**src/rtl/memmap_pkg.sv**
```systemverilog
package memmap_pkg;
  localparam int NREG = 6;
  typedef enum int {
    RG_LOW = 0,
    RG_VGA = 1,
    RG_OPT = 2,
    RG_ROM = 3,
    RG_EXT = 4,
    RG_DEV = 5
  } region_e;
endpackage

```
**src/rtl/addr_decoder.sv**
```systemverilog
module addr_decoder
  import memmap_pkg::*;
#(
  parameter int unsigned ADDR_W    = 32,
  parameter int unsigned EXT_BYTES = 10 * 1024 * 1024,
  parameter logic [31:0] DEV_BASE  = 32'hFE00_0000
) (
  input  logic [ADDR_W-1:0] addr,
  output logic [NREG-1:0]   sel,
  output logic              hit,
  output logic [ADDR_W-1:0] offset
);
  localparam logic [ADDR_W-1:0] EXT_BASE = ADDR_W'(32'h0010_0000);
  localparam logic [ADDR_W-1:0] EXT_LAST = EXT_BASE + ADDR_W'(EXT_BYTES) - 1'b1;

  function automatic logic [ADDR_W-1:0] base_of(int idx);
    case (idx)
      RG_LOW:  return '0;
      RG_VGA:  return ADDR_W'(32'h000A_0000);
      RG_OPT:  return ADDR_W'(32'h000C_0000);
      RG_ROM:  return ADDR_W'(32'h000F_0000);
      RG_EXT:  return EXT_BASE;
      default: return ADDR_W'(DEV_BASE);
    endcase
  endfunction

  function automatic logic [ADDR_W-1:0] last_of(int idx);
    case (idx)
      RG_LOW:  return ADDR_W'(32'h0009_FFFF);
      RG_VGA:  return ADDR_W'(32'h000B_FFFF);
      RG_OPT:  return ADDR_W'(32'h000E_FFFF);
      RG_ROM:  return ADDR_W'(32'h000F_FFFF);
      RG_EXT:  return EXT_LAST;
      default: return '1;
    endcase
  endfunction

  for (genvar i = 0; i < NREG; i++) begin : g_win
    if (i == 0) begin : g_first
      assign sel[i] = (addr <= last_of(i));
    end else if (i == NREG - 1) begin : g_top
      assign sel[i] = (addr >= base_of(i));
    end else begin : g_mid
      assign sel[i] = (addr >= base_of(i)) && (addr <= last_of(i));
    end
  end

  assign hit = |sel;

  always_comb begin
    offset = '0;
    for (int i = 0; i < NREG; i++) begin
      if (sel[i]) offset = addr - base_of(i);
    end
  end
endmodule

```
**src/rtl/resp_mux.sv**
```systemverilog
module resp_mux
  import memmap_pkg::*;
#(
  parameter int unsigned DATA_W = 8
) (
  input  logic                   clk,
  input  logic                   rst,
  input  logic                   req_valid,
  input  logic                   req_write,
  input  logic                   hit,
  input  logic [NREG-1:0]        sel,
  input  logic [NREG*DATA_W-1:0] rdata_flat,
  output logic                   rsp_valid,
  output logic [DATA_W-1:0]      rsp_rdata,
  output logic                   rsp_miss
);
  logic [DATA_W-1:0] picked;

  always_comb begin
    picked = '0;
    for (int i = 0; i < NREG; i++) begin
      if (sel[i]) picked = picked | rdata_flat[i*DATA_W +: DATA_W];
    end
  end

  always_ff @(posedge clk) begin
    if (rst) begin
      rsp_valid <= 1'b0;
      rsp_miss  <= 1'b0;
      rsp_rdata <= '0;
    end else begin
      rsp_valid <= req_valid;
      rsp_miss  <= req_valid && !hit;
      if (!req_valid || req_write) rsp_rdata <= '0;
      else if (!hit)               rsp_rdata <= '1;
      else                         rsp_rdata <= picked;
    end
  end
endmodule

```
**src/rtl/mem_region_router.sv**
```systemverilog
module mem_region_router
  import memmap_pkg::*;
#(
  parameter int unsigned ADDR_W    = 32,
  parameter int unsigned DATA_W    = 8,
  parameter int unsigned EXT_BYTES = 10 * 1024 * 1024,
  parameter logic [31:0] DEV_BASE  = 32'hFE00_0000
) (
  input  logic                   clk,
  input  logic                   rst,
  input  logic                   req_valid,
  input  logic                   req_write,
  input  logic [ADDR_W-1:0]      req_addr,
  input  logic [DATA_W-1:0]      req_wdata,
  output logic [NREG-1:0]        tgt_sel,
  output logic                   tgt_wr,
  output logic [ADDR_W-1:0]      tgt_offset,
  output logic [DATA_W-1:0]      tgt_wdata,
  input  logic [NREG*DATA_W-1:0] tgt_rdata,
  output logic                   rsp_valid,
  output logic [DATA_W-1:0]      rsp_rdata,
  output logic                   rsp_miss
);
  logic [NREG-1:0] dec_sel;
  logic            dec_hit;

  addr_decoder #(
    .ADDR_W(ADDR_W), .EXT_BYTES(EXT_BYTES), .DEV_BASE(DEV_BASE)
  ) u_dec (
    .addr(req_addr), .sel(dec_sel), .hit(dec_hit), .offset(tgt_offset)
  );

  assign tgt_sel   = req_valid ? dec_sel : '0;
  assign tgt_wr    = req_valid && req_write && dec_hit && !dec_sel[RG_ROM];
  assign tgt_wdata = req_wdata;

  resp_mux #(.DATA_W(DATA_W)) u_rsp (
    .clk(clk), .rst(rst), .req_valid(req_valid), .req_write(req_write),
    .hit(dec_hit), .sel(tgt_sel), .rdata_flat(tgt_rdata),
    .rsp_valid(rsp_valid), .rsp_rdata(rsp_rdata), .rsp_miss(rsp_miss)
  );
endmodule

```
**config.mk**
```make
export PLATFORM = sky130hd
export DESIGN_NAME = mem_region_router
export DESIGN_NICKNAME = d
export VERILOG_FILES = /design/src/rtl/memmap_pkg.sv /design/src/rtl/addr_decoder.sv /design/src/rtl/resp_mux.sv /design/src/rtl/mem_region_router.sv
export SDC_FILE = /design/constraint.sdc
export NUM_CORES = 1
export LEC_CHECK = 0
export ABC_AREA = 1
export BUFFER_PORTS_ARGS = -buffer_cell sky130_fd_sc_hd__buf_2
export CAP_MARGIN = 20
export CORE_UTILIZATION = 50
export CTS_CLUSTER_SIZE = 24
export DETAILED_ROUTE_END_ITERATION = 12
export PLACE_DENSITY = 0.95
export SLEW_MARGIN = 10
export SYNTH_ARGS = -nofsm -noshare
export SYNTH_HDL_FRONTEND = slang
export SYNTH_SLANG_ARGS = --single-unit
export TNS_END_PERCENT = 10
```
**constraint.sdc**
```tcl
create_clock -name clk -period 5.4 [get_ports clk]
set_input_delay 1.08 -clock clk [delete_from_list [all_inputs] [get_ports clk]]
set_output_delay 1.08 -clock clk [all_outputs]
set_load 0.02 [all_outputs]
```
==> results.toml, run 1 <==
[run_status]
status = "finished, final reports clean"

[placement]
hpwlAfterDp_mm = 7.20
placed_cell_area_um2 = 3390
portBuffers = 132
pre_cts_ws_ps = 1170
gp_congestion = 0.965
dpl.cell_count = 659

[min_path]
min-delay-path-class = "in -> reg"
hp-start = "rst"

[timing]
fmax_mhz = 234
setup_viol = 0
drv_slew = 0
relSlewSlack_pct = 44.8
hold_viol = 0
final.min_clock_period_ps = 4270
whs_ps = 1050
fin_setup_tns_ps = 0
worst_slack_ps = 1130
worst_pin_slew_ps = 821
post-route-period-util_pct = 79.2
rsz0062_at_grt = "no"

[cts]
cts-root-buf = "clkbuf_8"
cts-buffers-inserted = 3
cts_buffer_depth = 2
ctsResizeCount = 0
cts.htree.levels = 1
clk_pin_slew_worst_paths_ps = 50
cts_tree = "built"
cts_hold_buf = 0
clock-sinks = 10
post_cts_buffers = 0

[yosys]
syn-num-nets = 582
postSynthCellCount = 472
yosysTopAreaCell = "nand2_1"
syn_area_per_cell_um2 = 5.83
synth_edf_count = 0
yosysWarningCount = 0
syn-cell-area_um2 = 2750
async_flop_share_pct = 0
synthFlopType = "dfxtp_1"
netlist_top_cells_area = "nand2_1, nor2_1, ha_1, nand3_1, inv_1"
ys_seq_elements = 10
synth_top_area_share_pct = 14.3
ys_seq_area_share_pct = 7.27
synth_cell_type_count = 42

[cells_and_area]
drive_gt1_share_pct = 34.9
syn_to_final_growth_pct = 25.1
fin_cells = 663
layout_commonest_cell = "buf_2"
multi_input_area_um2 = 2140
diodes = 0
finalNetCount = 704
nFillCells = 510
seqCellArea_um2 = 200
mostFrequentLayoutCells = "buf_2, nand2_1, nor2_1, inv_1, nand3_1"
fin_area_um2 = 3450
fin_util_pct = 66.2

[worst_setup_path]
crit_fanout = 18
critPathMaxStageDelay_ps = 270
worstSetupStartpointType = "input pin"
critPathTopFamily = "buffers and inverters"
cp-startpoint = "req_addr[20]"
crit_path_top_delay_cell = "ha_1"
end_kind = "output pin"
required_ps = 4320
worstPathCellList = "buf_2 -> inv_2 -> ha_1 -> nand2_2 -> inv_2 -> nand2_4 -> nor2_4 -> nand2_2 -> clkinv_2 -> nor2_8 -> nand2_8 -> inv_8 -> nor2_1 -> buf_2"
path_class = "in -> out"
crit_buf_inv = 6
critPathArrivalTime_ps = 3190

[floorplanning]
design.die.area_um2 = 5810
die_h_um = 76.2
start_util_pct = 52.9
ios = 149
core_region_area_um2 = 5200
die_x_um = 76.2
rows = 26

[pwr]
pwr-share-clk_pct = 32.1
p_leak_nw = 2.02
p_switching_mw = 0.112
swShare_pct = 37.5
p_seq_share_pct = 26.0
power.density_nw_per_um2 = 86.9
internal-power_mw = 0.187
ir_worst_vdd_mv = 0.160
combPwrFrac_pct = 41.8
finalPower_mw = 0.299

[drt]
drt_iter0_drc = 271
ant_nets = 0
viasPerCell = 5.38
drtPass1Iterations = 6
vias = 3565
wl_mm = 8.86
drc = 0
wire_per_inst_um = 13.4

[global_routing]
antenna_found_initial = 0
grt_max_degree = 30
track_usage_pct = 29.2
grt_pass1_vias = 3205
overflow = 0
grt_pass1_wl_mm = 14.3

[run]
maxCapViolCount = 0
## sequential cells by signal, summed over array words and instances, names as in the netlist
signal,flops
u_rsp.rsp_rdata,8
u_rsp.rsp_miss,1
u_rsp.rsp_valid,1
## cells by family (layout without fill, tap and decap cells)
group                    after synthesis  after routing  share of synthesized area [%]
AO/OA/AOI/OAI                         44             44                           8.77
flip-flops                            10             10                           7.27
adder cells (fa/ha/maj)               18             18                           8.18
AND/OR/NAND/NOR                      299            299                           58.0
buffers and inverters                 92            213                           14.9
XOR/XNOR                               9              9                           2.86
## power groups by stage
stage / logic [mW] / registers (mW) / clock network, mW
after detailed placement: 0.122 / 0.0794 / 0
final: 0.125 / 0.0779 / 0.0962
after floorplan: 0.0699 / 0.0836 / 0
after global placement: 0.120 / 0.0793 / 0
after CTS: 0.123 / 0.0780 / 0.0960
after global routing: 0.138 / 0.0781 / 0.0990
## layout make-up
class	instances	share of cell area, %
flip-flops and latches	10	5.81
well taps	70	2.54
inverters	77	8.71
multi-input cells	370	62.2
clock buffers	4	1.60
repair buffers	132	19.2
## synth_stat cells (2+ instances only)
cell,n
clkbuf_1,3
buf_4,8
dfxtp_1,10
nand3_1,43
nor2_8,3
a31oi_1,2
xor2_1,8
inv_2,17
ha_1,18
o21ai_0,25
nor2_2,6
inv_1,56
nor4_1,2
o21ai_1,2
nand2_4,10
a21oi_1,10
nand2_1,105
nand4_1,28
nor2_4,14
nor3_1,4
nand2_2,11
o22ai_1,2
nor2_1,66
## worst paths after layout
| kind | endpoint | slack, ps | cells past startpoint |
|---|---|---|---|
| worst max-delay path | tgt_wr | 1130 | 14 |
| worst min-delay path | u_rsp.rsp_valid | 1050 | 2 |
## per-layer routing
layer / vias to the layer above / routed length [um] / share of wire [%] / global-route usage, %
met5: - / 0 / 0 / 0
met4: 0 / 180 / 2.0 / 8.65
met3: 19 / 648 / 7.3 / 3.23
met2: 182 / 4390 / 50 / 52.2
met1: 1620 / 3640 / 41 / 36.4
li1: 1744 / - / - / -
Note: power is estimated with default switching activity, not from simulation.
==> run 2, diff against run 1 <==
--- a/config.mk
+++ b/config.mk
@@ -8,7 +8,7 @@
 export ABC_AREA = 1
 export BUFFER_PORTS_ARGS = -buffer_cell sky130_fd_sc_hd__buf_2
 export CAP_MARGIN = 20
-export CORE_UTILIZATION = 50
+export CORE_UTILIZATION = 47
 export CTS_CLUSTER_SIZE = 24
 export DETAILED_ROUTE_END_ITERATION = 12
 export PLACE_DENSITY = 0.95
==> constraint.sdc (replaced) <==
create_clock -name clk -period 4.23 [get_ports clk]
set_input_delay 0.846 -clock clk [delete_from_list [all_inputs] [get_ports clk]]
set_output_delay 0.846 -clock clk [all_outputs]
set_load 0.02 [all_outputs]
==> run 2 against run 1 <==
Sequential share of layout area hardly changed; utilization fell by 4.6 points; die area up 6.2%; critical path type unchanged; largest cell class unchanged; largest power group unchanged.
==> results.toml, run 2 (same netlist as run 1, synthesis figures left out) <==
[run_status]
status = "finished, final reports clean"

[worst_setup_path]
required_ps = 3380
worstSetupStartpointType = "input pin"
critPathTopFamily = "buffers and inverters"
path_class = "in -> out"
critPathArrivalTime_ps = 2960
crit_path_top_delay_cell = "ha_1"
end_kind = "output pin"
critPathMaxStageDelay_ps = 270
worstPathCellList = "buf_2 -> inv_2 -> ha_1 -> nand2_2 -> inv_2 -> nand2_4 -> nor2_4 -> nand2_2 -> clkinv_2 -> nor2_8 -> nand2_8 -> inv_8 -> nor2_1 -> buf_2"
crit_fanout = 18
crit_buf_inv = 6

[cts]
cts_hold_buf = 0
cts_tree = "built"
cts_buffer_depth = 2
cts-root-buf = "clkbuf_8"
post_cts_buffers = 0
cts.htree.levels = 1
clock-sinks = 10
clk_pin_slew_worst_paths_ps = 40
cts-buffers-inserted = 3
ctsResizeCount = 0

[pwr]
p_switching_mw = 0.139
pwr-share-clk_pct = 27.3
ir_worst_vdd_mv = 0.146
combPwrFrac_pct = 44.8
p_seq_share_pct = 27.9
p_leak_nw = 2.01
swShare_pct = 38.7
internal-power_mw = 0.219
power.density_nw_per_um2 = 104

[floorplanning]
start_util_pct = 49.4
die_x_um = 78.5
rows = 27
die_h_um = 78.5
ios = 149
core_region_area_um2 = 5570
design.die.area_um2 = 6170

[drt]
drc = 0
wire_per_inst_um = 13.5
viasPerCell = 5.24
ant_nets = 0
vias = 3481
wl_mm = 8.96
drtPass1Iterations = 5
drt_iter0_drc = 155

[placement]
portBuffers = 132
gp_congestion = 0.950
hpwlAfterDp_mm = 7.27

[cells_and_area]
drive_gt1_share_pct = 34.8
diodes = 0
finalNetCount = 704
top_register = "u_rsp.rsp_rdata"
layout_commonest_cell = "buf_2"
largest_reg_flops = 8
top_regs = "u_rsp.rsp_rdata x8, u_rsp.rsp_miss x1, u_rsp.rsp_valid x1"
mostFrequentLayoutCells = "buf_2, nand2_1, nor2_1, inv_1, nand3_1"
syn_to_final_growth_pct = 24.7

[timing]
drv_slew = 0
relSlewSlack_pct = 45.4
fmax_mhz = 263
setup_viol = 0
worst_pin_slew_ps = 813
whs_ps = 815
post-route-period-util_pct = 89.9
fin_setup_tns_ps = 0
hold_viol = 0
final.min_clock_period_ps = 3800
rsz0062_at_grt = "no"

[global_routing]
track_usage_pct = 27.9
grt_pass1_wl_mm = 14.0
grt_pass1_vias = 3028
overflow = 0
grt_max_degree = 30
antenna_found_initial = 0

[run]
maxCapViolCount = 0

[min_path]
min-delay-path-class = "in -> reg"
run 2: metal layers:
| metal | wire length (um) | global-route usage (%) | share of wire, % |
|---|---|---|---|
| met4 | 109 | 6.85 | 1.2 |
| met1 | 3810 | 35.9 | 43 |
| met3 | 661 | 2.09 | 7.4 |
| met2 | 4380 | 49.6 | 49 |
| met5 | 0 | 0 | 0 |
run 2: path summary, 6_finish.rpt:
| path | from | slack (ps) | endpoint | depth (start not counted) |
|---|---|---|---|---|
| max | req_addr[20] | 430 | tgt_offset[1] | 14 |
| min | rst | 820 | u_rsp.rsp_valid | 2 |
run 2: area by class of cell:
class                      count  area (um^2)
fill                         537         2140
clock buffer                   3         41.3
timing repair buffer         132          661
tap                           72         90.1
multi-input combinational    370         2140
sequential                    10          200
inverter                      77          300
run 2: power groups by stage:
stage	clock network [mW]	logic [mW]	registers [mW]
floorplan	0	0.0892	0.107
global placement	0	0.156	0.101
detailed placement	0	0.158	0.101
CTS	0.0987	0.158	0.0997
global route	0.101	0.177	0.0999
finish	0.0978	0.160	0.0997
run 2: through the flow:
stage	instance area (um^2)	setup WS, ps	cells	power, mW	util, %
2_1_floorplan	2750	847	472	0.196	-
5_1_grt	3430	291	664	0.378	61.6
3_3_place_gp	3390	449	661	0.257	60.9
3_5_place_dp	3390	447	661	0.259	60.9
4_1_cts	3430	444	664	0.357	61.6
6_report	3430	429	664	0.358	61.6
